<file path="src/rtl/adc_seq_pkg.sv">
package adc_seq_pkg;

    typedef enum logic [1:0] {
        ST_IDLE = 2'd0,
        ST_WAIT = 2'd1,
        ST_RUN  = 2'd2
    } seq_state_e;

    typedef enum logic [1:0] {
        CK_FIRST = 2'd0,
        CK_NORM  = 2'd1,
        CK_AUTO  = 2'd2
    } conv_kind_e;

    // Timing in half ADC cycles (clock runs at twice the ADC clock)
    localparam int DEF_LEN_FIRST = 50;
    localparam int DEF_SH_FIRST  = 27;
    localparam int DEF_LEN_NORM  = 26;
    localparam int DEF_SH_NORM   = 3;
    localparam int DEF_LEN_AUTO  = 27;
    localparam int DEF_SH_AUTO   = 4;

    function automatic int pick_by_kind(conv_kind_e k, int v_first, int v_norm, int v_auto);
        case (k)
            CK_FIRST: return v_first;
            CK_AUTO:  return v_auto;
            default:  return v_norm;
        endcase
    endfunction

    function automatic conv_kind_e next_kind(logic first_pend, logic from_trig);
        if (first_pend) return CK_FIRST;
        if (from_trig)  return CK_AUTO;
        return CK_NORM;
    endfunction

endpackage

</file>
<file path="src/rtl/adc_seq_trig.sv">
module adc_seq_trig (
    input  logic clk,
    input  logic rst,
    input  logic trig_in,
    output logic trig_rise
);
    logic trig_q;

    always_ff @(posedge clk) begin
        if (rst) trig_q <= 1'b0;
        else     trig_q <= trig_in;
    end

    assign trig_rise = trig_in & ~trig_q;
endmodule

</file>
<file path="src/rtl/adc_seq_sel.sv">
module adc_seq_sel #(
    parameter int SEL_W = 4
) (
    input  logic             clk,
    input  logic             rst,
    input  logic [SEL_W-1:0] host_sel,
    input  logic             lock,
    output logic [SEL_W-1:0] sel_work
);
    always_ff @(posedge clk) begin
        if (rst)       sel_work <= '0;
        else if (!lock) sel_work <= host_sel;
    end
endmodule

</file>
<file path="src/rtl/adc_seq_core.sv">
module adc_seq_core
    import adc_seq_pkg::*;
#(
    parameter int LEN_FIRST = DEF_LEN_FIRST,
    parameter int SH_FIRST  = DEF_SH_FIRST,
    parameter int LEN_NORM  = DEF_LEN_NORM,
    parameter int SH_NORM   = DEF_SH_NORM,
    parameter int LEN_AUTO  = DEF_LEN_AUTO,
    parameter int SH_AUTO   = DEF_SH_AUTO,
    parameter int RES_W     = 10
) (
    input  logic             clk,
    input  logic             rst,
    input  logic             en,
    input  logic             start_wr,
    input  logic             trig_rise,
    input  logic             auto_en,
    input  logic             free_run,
    input  logic             flag_clr,
    input  logic [RES_W-1:0] result_in,
    output logic             busy,
    output logic             running,
    output logic             lock,
    output logic             ph,
    output logic             sh_strobe,
    output logic             done_flag,
    output logic [RES_W-1:0] result_out
);
    localparam int HC_W = $clog2(LEN_FIRST + 1);
    typedef logic [HC_W-1:0] hc_t;

    seq_state_e st;
    conv_kind_e kind;
    hc_t        hc;
    hc_t        last_pos;
    hc_t        sh_pos;
    hc_t        open_pos;
    logic       first_pend;
    logic       pend_auto;
    logic       at_end;
    logic       trig_take;

    always_comb begin
        last_pos = hc_t'(pick_by_kind(kind, LEN_FIRST, LEN_NORM, LEN_AUTO) - 1);
        sh_pos   = hc_t'(pick_by_kind(kind, SH_FIRST, SH_NORM, SH_AUTO));
        open_pos = last_pos - hc_t'(1);
    end

    assign running   = (st == ST_RUN);
    assign busy      = (st != ST_IDLE);
    assign lock      = running && (hc < open_pos);
    assign sh_strobe = running && (hc == sh_pos);
    assign at_end    = running && en && (hc == last_pos);
    assign trig_take = trig_rise && auto_en && !free_run;

    // Done flag and result capture
    always_ff @(posedge clk) begin
        if (rst) begin
            done_flag  <= 1'b0;
            result_out <= '0;
        end else if (at_end) begin
            done_flag  <= 1'b1;
            result_out <= result_in;
        end else if (flag_clr) begin
            done_flag  <= 1'b0;
        end
    end

    // Sequencing state
    always_ff @(posedge clk) begin
        if (rst) begin
            st         <= ST_IDLE;
            kind       <= CK_NORM;
            hc         <= '0;
            ph         <= 1'b0;
            first_pend <= 1'b1;
            pend_auto  <= 1'b0;
        end else if (!en) begin
            st         <= ST_IDLE;
            hc         <= '0;
            ph         <= 1'b0;
            first_pend <= 1'b1;
            pend_auto  <= 1'b0;
        end else begin
            ph <= ~ph;
            case (st)
                ST_IDLE: begin
                    if (start_wr) begin
                        st        <= ST_WAIT;
                        pend_auto <= 1'b0;
                    end else if (trig_take) begin
                        st        <= ST_WAIT;
                        pend_auto <= 1'b1;
                    end
                end
                ST_WAIT: begin
                    if (!ph) begin
                        st         <= ST_RUN;
                        hc         <= '0;
                        kind       <= next_kind(first_pend, pend_auto);
                        first_pend <= 1'b0;
                    end
                end
                ST_RUN: begin
                    if (hc == last_pos) begin
                        if (free_run) begin
                            hc   <= '0;
                            kind <= CK_NORM;
                        end else begin
                            st <= ST_IDLE;
                        end
                    end else begin
                        hc <= hc + hc_t'(1);
                    end
                end
                default: st <= ST_IDLE;
            endcase
        end
    end
endmodule

</file>
<file path="src/rtl/adc_seq_top.sv">
module adc_seq_top
    import adc_seq_pkg::*;
#(
    parameter int SEL_W     = 4,
    parameter int RES_W     = 10,
    parameter int LEN_FIRST = DEF_LEN_FIRST,
    parameter int SH_FIRST  = DEF_SH_FIRST,
    parameter int LEN_NORM  = DEF_LEN_NORM,
    parameter int SH_NORM   = DEF_SH_NORM,
    parameter int LEN_AUTO  = DEF_LEN_AUTO,
    parameter int SH_AUTO   = DEF_SH_AUTO
) (
    input  logic             clk,
    input  logic             rst,
    input  logic             en,
    input  logic [SEL_W-1:0] host_sel,
    input  logic             start_wr,
    input  logic             auto_en,
    input  logic             free_run,
    input  logic             trig_in,
    input  logic             ie,
    input  logic             flag_clr,
    input  logic [RES_W-1:0] result_in,
    output logic [SEL_W-1:0] sel_out,
    output logic             sh_strobe,
    output logic             busy,
    output logic             done_flag,
    output logic             irq,
    output logic [RES_W-1:0] result_out
);
    logic w_trig_rise;
    logic w_lock;
    logic w_run;
    logic w_ph;

    adc_seq_trig u_trig (
        .clk       (clk),
        .rst       (rst),
        .trig_in   (trig_in),
        .trig_rise (w_trig_rise)
    );

    adc_seq_core #(
        .LEN_FIRST (LEN_FIRST),
        .SH_FIRST  (SH_FIRST),
        .LEN_NORM  (LEN_NORM),
        .SH_NORM   (SH_NORM),
        .LEN_AUTO  (LEN_AUTO),
        .SH_AUTO   (SH_AUTO),
        .RES_W     (RES_W)
    ) u_core (
        .clk        (clk),
        .rst        (rst),
        .en         (en),
        .start_wr   (start_wr),
        .trig_rise  (w_trig_rise),
        .auto_en    (auto_en),
        .free_run   (free_run),
        .flag_clr   (flag_clr),
        .result_in  (result_in),
        .busy       (busy),
        .running    (w_run),
        .lock       (w_lock),
        .ph         (w_ph),
        .sh_strobe  (sh_strobe),
        .done_flag  (done_flag),
        .result_out (result_out)
    );

    adc_seq_sel #(
        .SEL_W (SEL_W)
    ) u_sel (
        .clk      (clk),
        .rst      (rst),
        .host_sel (host_sel),
        .lock     (w_lock),
        .sel_work (sel_out)
    );

    assign irq = done_flag & ie;
endmodule

</file>
<file path="config.mk">
export PLATFORM = sky130hd
export DESIGN_NAME = adc_seq_top
export DESIGN_NICKNAME = d
export VERILOG_FILES = /design/src/rtl/adc_seq_pkg.sv /design/src/rtl/adc_seq_trig.sv /design/src/rtl/adc_seq_sel.sv /design/src/rtl/adc_seq_core.sv /design/src/rtl/adc_seq_top.sv
export SDC_FILE = /design/constraint.sdc
export NUM_CORES = 1
export LEC_CHECK = 0
export ABC_AREA = 1
export BUFFER_PORTS_ARGS = -buffer_cell sky130_fd_sc_hd__buf_2
export CELL_PAD_IN_SITES_DETAIL_PLACEMENT = 1
export CELL_PAD_IN_SITES_GLOBAL_PLACEMENT = 2
export CORE_ASPECT_RATIO = 1.5
export CORE_MARGIN = 2
export CORE_UTILIZATION = 31
export CTS_CLUSTER_SIZE = 25
export DETAILED_ROUTE_END_ITERATION = 10
export GPL_TIMING_DRIVEN = 1
export PLACE_DENSITY = 0.85
export SLEW_MARGIN = 25
export SYNTH_ARGS = -nofsm -noshare
export SYNTH_HDL_FRONTEND = slang
export SYNTH_HIERARCHICAL = 1
export SYNTH_SLANG_ARGS = --single-unit
</file>
<file path="constraint.sdc">
create_clock -name clk -period 5 [get_ports clk]
set_clock_uncertainty 0.2 [all_clocks]
set_input_delay 0.25 -clock clk [delete_from_list [all_inputs] [get_ports clk]]
set_output_delay 0.25 -clock clk [all_outputs]
set_load 0.1 [all_outputs]
</file>
==> results of run 1 <==
[path summary, 6_finish.rpt]
| kind | from | end | slack [ns] | cells past startpoint |
|---|---|---|---|---|
| max | u_core/kind[0] | sh_strobe | 2.29 | 8 |
| min | result_in[0] | u_core/result_out[0] | 0.03 | 3 |
| max reg2reg | u_core/kind[0] | u_core/result_out[7] | 2.60 | 8 |
| min reg2reg | u_core/ph | u_core/ph | 0.23 | 1 |
[per-layer routing]
layer | vias up | share of wire (%)
met5 | - | 0
met4 | 0 | 2.0
met3 | 8 | 4.4
met2 | 33 | 54
met1 | 733 | 40
li1 | 813 | -
[cell families after synthesis]
group,Yosys count,share of synthesized area (%)
and+or+nand+nor,123,38.4
xor gates and xnor gates,1,0.539
DFF,29,35.7
buffers and inverters,39,10.9
AOI/OAI and AO/OA,25,8.31
adders and majority gates,8,6.15
[cells in the mapped netlist (all sizes together)]
master,number
and2,1
nor4,1
nor3,2
a21oi,17
o21ai,4
dfxtp,29
nand4,8
clkbuf,2
a211oi,2
nand3b,1
ha,8
xor2,1
buf,4
nor2,32
nand2,57
o21a,1
nand3,21
a22oi,1
inv,33
[cell type report]
type,instances,area [sq um],area share (%)
Multi-Input combinational cell,157,875,42.3
Sequential cell,29,581,28.1
Timing Repair Buffer,46,260,12.6
Inverter,33,131,6.36
Tap cell,68,85.1,4.12
Clock buffer,5,68.8,3.33
Clock inverter,3,65.1,3.15
[through the flow]
step / utilization, % / total power, mW / setup slack (ns)
after detailed placement: 36.7 / 0.368 / 2.43
after global placement: 36.7 / 0.367 / 2.54
after global routing: 40.6 / 0.696 / 2.00
final: 40.6 / 0.660 / 2.29
after floorplan: - / 0.341 / 1.19
after CTS: 40.5 / 0.669 / 2.26
[worst max-delay path, cell delays in order, from the launching register on]
cell,delay (ns)
dfxtp_1,0.34
nor2_1,0.20
ha_1,0.33
nor2_1,0.13
nand3_1,0.08
a21oi_1,0.14
o21ai_0,0.10
a211oi_1,0.20
buf_2,0.47
[power by group through the flow]
stage          registers, mW  logic [mW]  clock network [mW]
2_1_floorplan          0.268      0.0727                   0
3_3_place_gp           0.250       0.117                   0
3_5_place_dp           0.251       0.118                   0
4_1_cts                0.245       0.122               0.302
5_1_grt                0.246       0.133               0.316
6_report               0.245       0.121               0.294
[registers in the layout, indices dropped and copies added, names as in the netlist]
register           cells
u_core/result_out     10
u_core/hc              6
u_sel/sel_work         4
u_core/kind            2
u_core/st              2
u_core/done_flag       1
u_core/first_pend      1
u_core/pend_auto       1
u_core/ph              1
u_trig/trig_q          1
==> results.md, run 1 <==
- The detailed router placed between 1500 and 2000 vias in this run.
- The tightest min-delay check is of the in -> reg type.
- A synthesized cell averages 7.23 sq um.
- The standard cell core area is between 0.005 and 0.006 sq mm.
- The post-CTS setup buffer count is 0.
- The later pin in the worst-skew pair is clocked with a latency of about 0.29 ns.
- Counting flops and latches in the post-synthesis netlist gives 29.
- For this run, global-route usage on met2 was measured as between 20 and 30%.
- Hold repair after CTS inserted 6 buffers.
- Measured against its own limit, the worst slew margin works out to between 50% and 60%.
- Per report_power, the combinational group accounts for a little under a fifth of the total.
- The number of buffers between clock root and the deepest sink is 2.
- The average vias per placed instance is 4.65.
- Of the cells placed in the final design, the portion with a size suffix greater than 1 is between 20% and 30%.
- The placed instance count is between 300 and 400.
- The met3 demand-to-capacity share in global routing is between 3 and 4%.
- For the worst setup path, the data arrival time is 2.26 ns.
- STA classifies the critical path startpoint as a flop.
- The floorplan die area is 0.00585 sq mm.
- The global-route usage over all layers is ~16%.
- The via count of the first global-routing pass came to 1527.
- Summed over all nets, the half-perimeter wirelength after detailed placement is ~3.3 mm.
- The number of warning messages in the yosys log is 6.
- The fill cell instance count of the final layout is 657.
- The setup total negative slack is 0 ns.
- The kind of critical path is reg -> out.
- The library cell used most frequently in the layout, excluding fill and tap cells, is nand2_1.
- Based on the critical path, the design can be clocked at up to around 370 MHz.
- The x dimension of the die is around 63 um.
- The number of antenna violations at the first check in global routing is 0.
- In this run, the number of DRC markers left after iteration 0 of detailed routing was 35.
- In the layout the commonest cells are nand2_1, buf_2, dfxtp_1, inv_1, nor2_1.
- The number of setup violations in the final report is 0.
- For the worst setup path, the data required time is ~4.6 ns.
- The routing layer with the top usage in global route is met2.
- The internal portion of total power is around 0.47 mW.
- The total count of max-transition violations in the final report is 0.
- After detailed routing, the average wire length per cell comes to 12.9 um.
- In the routed design, unresolved DRC markers number 0.
- The mapped netlist covers approximately 0.0016 sq mm.
- The worst setup path is captured at an output port.
- The net switching power is around 0.19 mW.
- The part of the cycle the worst path needs is a little over half.
- The final weighted congestion of routability-driven global placement is 0.803.
- The first-pass GRT wire length is 7.30 mm.
- The maximum vdd drop is 127 uV.
- The gate count after technology mapping is between 200 and 250.
- The final number of hold-violating endpoints is 0.
- The CTS tree is yes.
- dfxtp_1 takes more of the synthesized area than any other cell.
- The share of Yosys cell area claimed by the top area cell type is approximately 36%.
- The clock network is responsible for between 40% and 50% of the overall power.
- The smallest clock period supported by the final layout is computed as around 2.7 ns.
- For this run, global-route usage on met1 was measured as approximately 17%.
- The sequential element share of the synthesized area is 35.7%.
- The maximum fanout along the worst path is 4.
- The leakage power total is 1.00 nW.
- Entering global routing, the biggest net connects 16 pins.
- The post-place instance area is 0.00187 sq mm.
- The number of library cell types mapped by synthesis is 29.
- The cell area after layout is about 0.0021 sq mm.
- The flow ran to the end, and the final reports show no timing, DRC or antenna violations.
- Setup repair after global routing left no endpoint under its margin.
- The first TritonRoute pass finished after 4 iterations.
- The count of nets left with antenna violations after detail routing is 0.
- After synthesis, the cell types taking the most area are dfxtp_1, nand2_1, inv_1.
- For the pin with the worst max-slew slack, the measured transition is 0.689 ns.
- Wires add up to 4.40 mm.
- The worst slack on hold paths is roughly 0.026 ns.
- After the last flow step, the layout net total stands at between 300 and 400.
- The quantity of gates resized following cts is 0.
- Once the floorplan was initialized, standard cells occupied between 30% and 40% of the core.
- The filler-free cell count of the finished design is 341.
- The net count after synthesis is between 200 and 300.
- The total power density per cell area is about 320 mW/mm^2.
- The number of top-level pins is 41.
- Clock-pin slew was measured on the worst setup and hold paths at ~0.070 ns.
- The number of CTS-inserted buffers is 5.
- The clock tree synthesis step divided the H-tree into 2 levels.
- Clock tree synthesis selected as its root buffer the cell clkbuf_8.
- The number of inserted diodes is 0.
- Summed over all layers, the global routing overflow is 0.
- The reported max-cap violation count is 0.
- Port buffering added 40 buffers.
- For this design, the sink count on the clock tree is 29.
- The share of total power consumed by net switching is 28.2%.
- The layout overhead on the synthesized area is 27.0%.
- The floorplan step set the die height to ~93 um.
- The part of the power in registers is 37.2%.
- The floorplan has 32 rows.
(Power assumes the default switching activity.)
==> inputs of run 2 (changes only) <==
- ABC_AREA: 1 -> 0
- CORE_UTILIZATION: 31 -> 30
- PLACE_DENSITY: 0.85 -> 0.78
- clock period: 5 -> 2.5 ns (I/O delays scaled with it)
==> run 2 against run 1 <==
  * Non-clock buffer count up 16
  * Cell area down 3.3%
  * Routed wire length down 9.1%
  * Critical path type unchanged
  * Largest power group is now sequential cells
  * Highest routed layer unchanged
==> results.md, run 2 <==
- The number of warning messages in the yosys log is 6 (unchanged).
- The maximum fanout along the worst path came to 3 (was 4).
- Unrepaired setup endpoints after global routing: no (unchanged).
- Status: finished clean (unchanged).
- The residual DRC count was 0 (unchanged).
- The routed length on met2 is 2.22 mm (was 2.38 mm).
- The average vias per placed instance is 4.72 (was 4.65).
- The internal portion of total power came to 0.724 mW (was 0.473 mW).
- The mux cell area share after synthesis came to 11.9% (was 0%).
- The total count of max-transition violations in the final report is 0 (unchanged).
- Top post-synthesis cells by count: dfxtp_1, nor2_1, mux2i_1 (was nand2_1, dfxtp_1, inv_1, nor2_1, nand3_1).
- The detailed-routed wire length on met3 is 161 um (was 192 um).
- The floorplan die area is 0.00535 sq mm (was 0.00585 sq mm).
- The layout overhead on the synthesized area is 39.6% (was 27.0%).
- The first-pass detailed-route iteration total is 4 (unchanged).
- The first-pass GRT wire length came to 6.47 mm (was 7.30 mm).
- The number of antenna violations at the first check in global routing is 0 (unchanged).
- The reported max-cap violation count came to 0 (unchanged).
- The fill cell instance count of the final layout is 545 (was 657).
- The number of buffers inserted by port buffering is 40 (unchanged).
- The largest register by flop count is u_core/result_out (unchanged).
- The total length of routed wires came to 4.00 mm (was 4.40 mm).
- The largest net degree at the start of global routing is 22 (was 16).
- The number of flip-flops in the largest register came to 10 (unchanged).
- The sum of routed wire segments on met1 came to 1.55 mm (was 1.74 mm).
- The most area-hungry cell type in the Yosys netlist is dfxtp_1 (unchanged).
- The utilization of the core after routing is 44.0% (was 40.6%).
- The wire length per cell after detailed routing came to 14.5 um (was 12.9 um).
- The x dimension of the die is 60.4 um (was 63.1 um).
- The final weighted congestion of routability-driven global placement came to 0.767 (was 0.803).
- The number of H-tree branching levels was 2 (unchanged).
- The xor and xnor area share after synthesis is 3.59% (was 0.538%).
- The part of the cycle the worst path needs is between 90 and 100%.
- The setup total negative slack is 0 ns (unchanged).
- The nature of the critical path startpoint is a flop (unchanged).
- The highest routed metal layer is met4 (unchanged).
- The count of nets left with antenna violations after detail routing was 0 (unchanged).
- The combinational family with the most area after synthesis is simple AND/OR/NAND/NOR gates (unchanged).
- The part of the power in registers was 47.7% (was 37.2%).
- Commonest non-fill, non-tap cells in the layout: buf_2, dfxtp_1, nor2_1, dlygate4sd3_1, mux2i_1 (was nand2_1, buf_2, dfxtp_1, inv_1, nor2_1).
- The number of inserted diodes is 0 (unchanged).
- The placed wire-length estimate was 2.96 mm (was 3.29 mm).
- The first-iteration detailed-routing DRC count came to 13 (was 35).
- The number of buffers between clock root and the deepest sink is 2 (unchanged).
- The most frequent cell after synthesis is dfxtp_1 (was nand2_1).
- The initial core utilization was 31.5% (was 32.0%).
- Registers with the most flip-flops: u_core/result_out (10), u_core/hc (6), u_sel/sel_work (4) (unchanged).
- The via count of the first global-routing pass was 1390 (was 1527).
- The register clock-pin slew on the reported worst setup and hold paths was 0.06 ns (was 0.07 ns).
- The arithmetic-cell share of the synthesized area counting full adders, half adders and majority gates is 7.00% (was 6.15%).
- The total power density per cell area came to 504 mW/mm^2 (was 319 mW/mm^2).
- The number of CTS-inserted buffers is 5 (unchanged).
- The total number of nets in the final design is 242 (was 303).
- The leakage power total is 0.917 nW (was 1.00 nW).
- The share of total power consumed by net switching is 28.0% (was 28.2%).
- The number of library cell types mapped by synthesis is 42 (was 29).
- The simple-gate area share of the yosys netlist came to 20.6% (was 38.4%).
- The path type of the worst min-delay path was in -> reg (unchanged).
- The total grt overflow was 0 (unchanged).
- The number of setup violations in the final report is 0 (unchanged).
- The sequential element share of the synthesized area is 40.6% (was 35.7%).
- The pin slew with the least headroom to its limit came to 0.561 ns (was 0.689 ns).
- The root buffer cell was clkbuf_8 (unchanged).
- The most frequent standard cell in the layout excluding fill and tap cells is buf_2 (was nand2_1).
- The final number of hold-violating endpoints is 0 (unchanged).
- The clock latency on the worst-skew pair came to 0.28 ns (was 0.29 ns).
- The net count after synthesis is 177 (was 256).
- The mean instance size in the synthesized netlist is 9.80 sq um (was 7.23 sq um).
- The number of top-level pins came to 41 (unchanged).
- The normalized max-slew margin came to 62.3% (was 53.7%).
- The standard cell core area is 0.00454 sq mm (was 0.00508 sq mm).
- The summed instance area of the synthesized netlist is 0.00143 sq mm (was 0.00163 sq mm).
- The kind of critical path is reg -> out (unchanged).
- The overall via count from detail_route is 1302 (was 1587).
- The net switching power is 0.282 mW (was 0.186 mW).
- The share of Yosys cell area claimed by the top area cell type is 40.6% (was 35.7%).
- The site row count is 30 (was 32).
- The post-CTS setup buffer count is 0 (unchanged).
- The gate count after technology mapping was 146 (was 225).
- The part of the power in combinational logic came to 15.1% (was 18.3%).
- The smallest clock period supported by the final layout is computed as 2.38 ns.
- The maximum vdd drop came to 305 uV (was 127 uV).
- The compound-cell area share of the yosys netlist is 12.8% (was 8.31%).
- The share of synthesized flip-flops with an asynchronous set or reset came to 0% (unchanged).
- The number of flip-flops and latches in the synthesized netlist is 29 (unchanged).
- The capturing element type of the critical path is an output port (unchanged).
- The fraction of layout instances using a drive strength above 1 came to 30.7% (was 25.3%).
- The share of total power in the clock network is 37.1% (was 44.5%).
- The endpoint required time on the critical path was 2.17 ns (was 4.55 ns).
- The fmax is between 400 and 500 MHz.
- The number of enable flip-flop cells after synthesis is 0 (unchanged).
- The most common flop cell mapped by yosys is dfxtp_1 (unchanged).
- The global-route usage over all layers is 16.3% (was 15.9%).
- Synth area leaders: dfxtp_1, mux2i_1, ha_1 (was dfxtp_1, nand2_1, inv_1).
- The die outline height is 88.6 um (was 92.7 um).
- The CTS tree is yes (unchanged).
- The clock net sink count came to 29 (unchanged).
- The data arrival time of the critical path is 2.06 ns (was 2.26 ns).
## run 2: cell count changes after synthesis, sizes merged, moves of 3 or more
cell | previous run | this run
a21oi | 17 | 5
inv | 33 | 7
mux2i | 0 | 17
nand2 | 57 | 5
nand2b | 0 | 4
nand3 | 21 | 1
nand4 | 8 | 1
nor2 | 32 | 24
nor2b | 0 | 5
o211ai | 0 | 3
o41ai | 0 | 4
xor2 | 1 | 4
## run 2: timing repair
action                                  4_1_cts  5_1_grt
endpoints found under the setup margin        0        8
hold buffers                                 17        0
gates resized for setup                       0        1
hold endpoints to repair                     17        0
## run 2: kinds of logic (layout without fill, tap and decap cells)
family,Yosys count,after routing
simple gates,51,51
xor+xnor,5,5
buf+inv,11,77
compound gates,25,25
flops,29,29
mux,17,17
fa+ha+maj,8,8
## run 2: final timing paths
check / start / to / slack [ns] / cells after the start
setup / recovery: u_core/kind[1] / sh_strobe / 0.12 / 6
hold / removal: en / u_core/first_pend / 0.03 / 3
setup reg to reg: u_core/kind[0] / u_core/result_out[7] / 0.19 / 6
hold reg to reg: u_sel/sel_work[1] / u_sel/sel_work[1] / 0.29 / 2
## run 2: layer usage
metal / track usage [%] / up-vias
met1: 17.9 / 624
met2: 29.2 / 30
met3: 4.53 / 7
li1: - / 641
met5: 0 / -
met4: 5.86 / 0
## run 2: cell type report
class                   count  area (sq um)  share of cell area [%]
multi-input cells         106           816                    40.9
clock inverters             3          17.5                   0.877
flip-flops and latches     29           581                    29.1
clock buffers               5          68.8                    3.45
well taps                  64          80.1                    4.01
inverters                   7          26.3                    1.32
repair buffers             62           408                    20.4
## run 2: power groups by stage
stage | clock [mW] | combinational [mW] | sequential [mW]
after floorplan | 0 | 0.0603 | 0.515
after global placement | 0 | 0.125 | 0.489
after detailed placement | 0 | 0.131 | 0.490
after CTS | 0.391 | 0.153 | 0.480
after global routing | 0.416 | 0.163 | 0.481
final | 0.373 | 0.152 | 0.480
## run 2: worst max-delay path: stages, from the launching register on
cell and delay, ns:
dfxtp_1 0.37, nor2b_2 0.19, ha_1 0.27, nand2b_1 0.18
buf_4 0.16, nor4_4 0.14, buf_2 0.47
## run 2: stage by stage
stage	area (sq um)	power (mW)	hold slack, ns	setup slack, ns	instances
6_report	2000	1.01	0.0278	0.117	276
5_1_grt	2000	1.06	0.0310	0.000506	276
4_1_cts	1990	1.02	0.0234	0.0873	276
3_5_place_dp	1740	0.621	0.142	0.108	251
3_3_place_gp	1740	0.614	0.125	0.202	251
2_1_floorplan	1450	0.575	-0.0107	0.157	146
==> inputs of run 3 (changes only) <==
--- a/config.mk
+++ b/config.mk
@@ -17,4 +17,5 @@
 export GPL_TIMING_DRIVEN = 1
 export PLACE_DENSITY = 0.78
+export REMOVE_ABC_BUFFERS = 1
 export SLEW_MARGIN = 25
 export SYNTH_ARGS = -nofsm -noshare
==> constraint.sdc (replaced) <==
create_clock -name clk -period 2.5 [get_ports clk]
set_clock_uncertainty 0.2 [all_clocks]
set_input_delay 0.25 -clock clk [delete_from_list [all_inputs] [get_ports clk]]
set_output_delay 0.25 -clock clk [all_outputs]
set_load 0.1 [all_outputs]
==> run 3 against run 2 <==
  * Hold slack worse by 0.023 ns
  * Total power down 1.6%
  * Sequential share of layout area rose by 2.2 points
  * Critical path type is now reg -> reg
  * Critical endpoint is now u_core/result_out[1]
==> results.md, run 3 (synthesized netlist as in run 2, its figures left out) <==
- Status: finished clean (unchanged).
- The initial core utilization is 31.5% (unchanged).
- The fraction of layout instances using a drive strength above 1 is 31.6% (was 30.7%).
- The global-route usage over all layers came to 14.8% (was 16.3%).
- The floorplan die area is 0.00535 sq mm (unchanged).
- The count of nets left with antenna violations after detail routing is 0 (unchanged).
- The maximum vdd drop came to 387 uV (was 305 uV).
- The x dimension of the die is 60.4 um (unchanged).
- The filler-free cell count of the finished design is 260 (was 276).
- The setup total negative slack was 0 ns (unchanged).
- The largest register by flop count is u_core/result_out (unchanged).
- The site row count is 30 (unchanged).
- The total power density per cell area is 533 mW/mm^2 (was 504 mW/mm^2).
- The final weighted congestion of routability-driven global placement came to 0.734 (was 0.767).
- Commonest non-fill, non-tap cells in the layout: buf_2, dfxtp_1, nor2_1, mux2i_1, ha_1 (was buf_2, dfxtp_1, nor2_1, dlygate4sd3_1, mux2i_1).
- The start of the worst register-to-register path is u_core/kind[0] (unchanged).
- The placed instance count was 248 (was 251).
- The number of top-level pins is 41 (unchanged).
- The number of flip-flops in the largest register came to 10 (unchanged).
- The number of H-tree branching levels is 2 (unchanged).
- The worst slack on hold paths is 0.00439 ns (was 0.0278 ns).
- The launching element of the worst setup path is u_core/kind[0] (was u_core/kind[1]).
- The number of cells on the worst hold path is 3 (unchanged).
- The post-CTS setup buffer count was 0 (unchanged).
- The total grt overflow is 0 (unchanged).
- The total length of routed wires came to 3.57 mm (was 4.00 mm).
- The first-pass GRT wire length is 5.87 mm (was 6.47 mm).
- The number of CTS-inserted buffers came to 5 (unchanged).
- The number of buffers inserted by port buffering is 40 (unchanged).
- The normalized max-slew margin is 67.4% (was 62.3%).
- The kind of critical path is reg -> reg (was reg -> out).
- The most frequent standard cell in the layout excluding fill and tap cells is buf_2 (unchanged).
- The data arrival time of the critical path was 2.30 ns (was 2.06 ns).
- The endpoint required time on the critical path is 2.46 ns (was 2.17 ns).
- The sequential cell area in the final layout was 581 sq um (unchanged).
- The number of antenna violations at the first check in global routing came to 0 (unchanged).
- The hold path startpoint is result_in[3] (was en).
- The fmax is 427 MHz (was 420 MHz).
- The fill cell instance count of the final layout is 554 (was 545).
- The depth of the most critical reg-to-reg path is 7 (was 6).
- The number of setup violations in the final report was 0 (unchanged).
- The post-placement worst setup slack is 0.0997 ns (was 0.108 ns).
- The layout overhead on the synthesized area is 29.7% (was 39.6%).
- The multi-input gate area in the final layout came to 807 sq um (was 816 sq um).
- The clock latency on the worst-skew pair is 0.28 ns (about the same).
- The first-pass detailed-route iteration total came to 3 (was 4).
- The register clock-pin slew on the reported worst setup and hold paths is 0.07 ns (was 0.06 ns).
- The die outline height came to 88.6 um (unchanged).
- The average vias per placed instance is 4.66 (was 4.72).
- Unrepaired setup endpoints after global routing: no (unchanged).
- The reported max-cap violation count is 0 (unchanged).
- The total number of nets in the final design is 226 (was 242).
- The placed wire-length estimate is 2.79 mm (was 2.96 mm).
- The root buffer cell is clkbuf_8 (unchanged).
- The nature of the critical path startpoint is a flop (unchanged).
- The leakage power total came to 0.842 nW (was 0.917 nW).
- The maximum fanout along the worst path is 11 (was 3).
- The number of buffers between clock root and the deepest sink was 2 (unchanged).
- The largest net degree at the start of global routing is 22 (unchanged).
- The pin slew with the least headroom to its limit came to 0.485 ns (was 0.561 ns).
- The final setup slack of the worst path is 0.158 ns (was 0.117 ns).
- The via count of the first global-routing pass was 1347 (was 1390).
- The capturing element type of the critical path is a flop (was output port).
- The residual DRC count came to 0 (unchanged).
- The clock period minus final worst setup slack is 2.34 ns (was 2.38 ns).
- The CTS tree is yes (unchanged).
- The clock net sink count was 29 (unchanged).
- The wire length per cell after detailed routing is 13.7 um (was 14.5 um).
- The final number of hold-violating endpoints is 0 (unchanged).
- The overall via count from detail_route is 1211 (was 1302).
- The path type of the worst min-delay path is in -> reg (unchanged).
- Registers with the most flip-flops: u_core/result_out (10), u_core/hc (6), u_sel/sel_work (4) (unchanged).
- The part of the cycle the worst path needs was 93.7% (was 95.3%).
- The total count of max-transition violations in the final report is 0 (unchanged).
- The first-iteration detailed-routing DRC count is 18 (was 13).
- The standard cell core area came to 0.00454 sq mm (unchanged).
- The number of inserted diodes is 0 (unchanged).
## run 3: repair_timing
action	in CTS	in global routing
endpoints found under the hold margin	4	0
endpoints found under the setup margin	0	12
hold buffers	4	0
gates resized for setup	0	2
## run 3: per-layer routing
| metal | track usage [%] | wire, um | vias to the layer above |
|---|---|---|---|
| li1 | - | - | 608 |
| met5 | 0 | 0 | - |
| met3 | 3.07 | 93 | 4 |
| met4 | 6.67 | 44 | 0 |
| met1 | 14.1 | 1270 | 580 |
| met2 | 28.9 | 2150 | 19 |
## run 3: report_power, final
part / switching, mW / leakage (nW) / internal, mW
Combinational: 0.0848 / 0.570 / 0.0447
Sequential: 0.00802 / 0.236 / 0.472
Clock: 0.186 / 0.0364 / 0.195
Total: 0.279 / 0.842 / 0.711
## run 3: path summary, 6_finish.rpt
check        slack, ns              endpoint
max               0.16  u_core/result_out[1]
min              0.004  u_core/result_out[3]
max reg2reg       0.16  u_core/result_out[1]
min reg2reg       0.29     u_core/first_pend
## run 3: final cells by class
type	instances	share of cell area, %
Clock buffer	5	3.71
Clock inverter	3	1.21
Multi-Input combinational cell	106	43.5
Inverter	7	1.42
Timing Repair Buffer	46	14.6
Tap cell	64	4.32
Sequential cell	29	31.3
## run 3: worst max-delay path: stages (launching register included)
cell,delay (ns)
dfxtp_1,0.34
nor2_1,0.20
inv_1,0.07
ha_1,0.34
nand4b_4,0.16
or4b_4,0.65
mux2i_1,0.20
nor2_1,0.06
## run 3: per-stage QoR
step                power, mW  cell area (sq um)  utilization [%]
detailed placement      0.615               1720             37.8
floorplan               0.572               1410                -
global route             1.04               1860             40.9
global placement        0.611               1720             37.8
CTS                      1.01               1850             40.7
finish                  0.990               1860             40.9
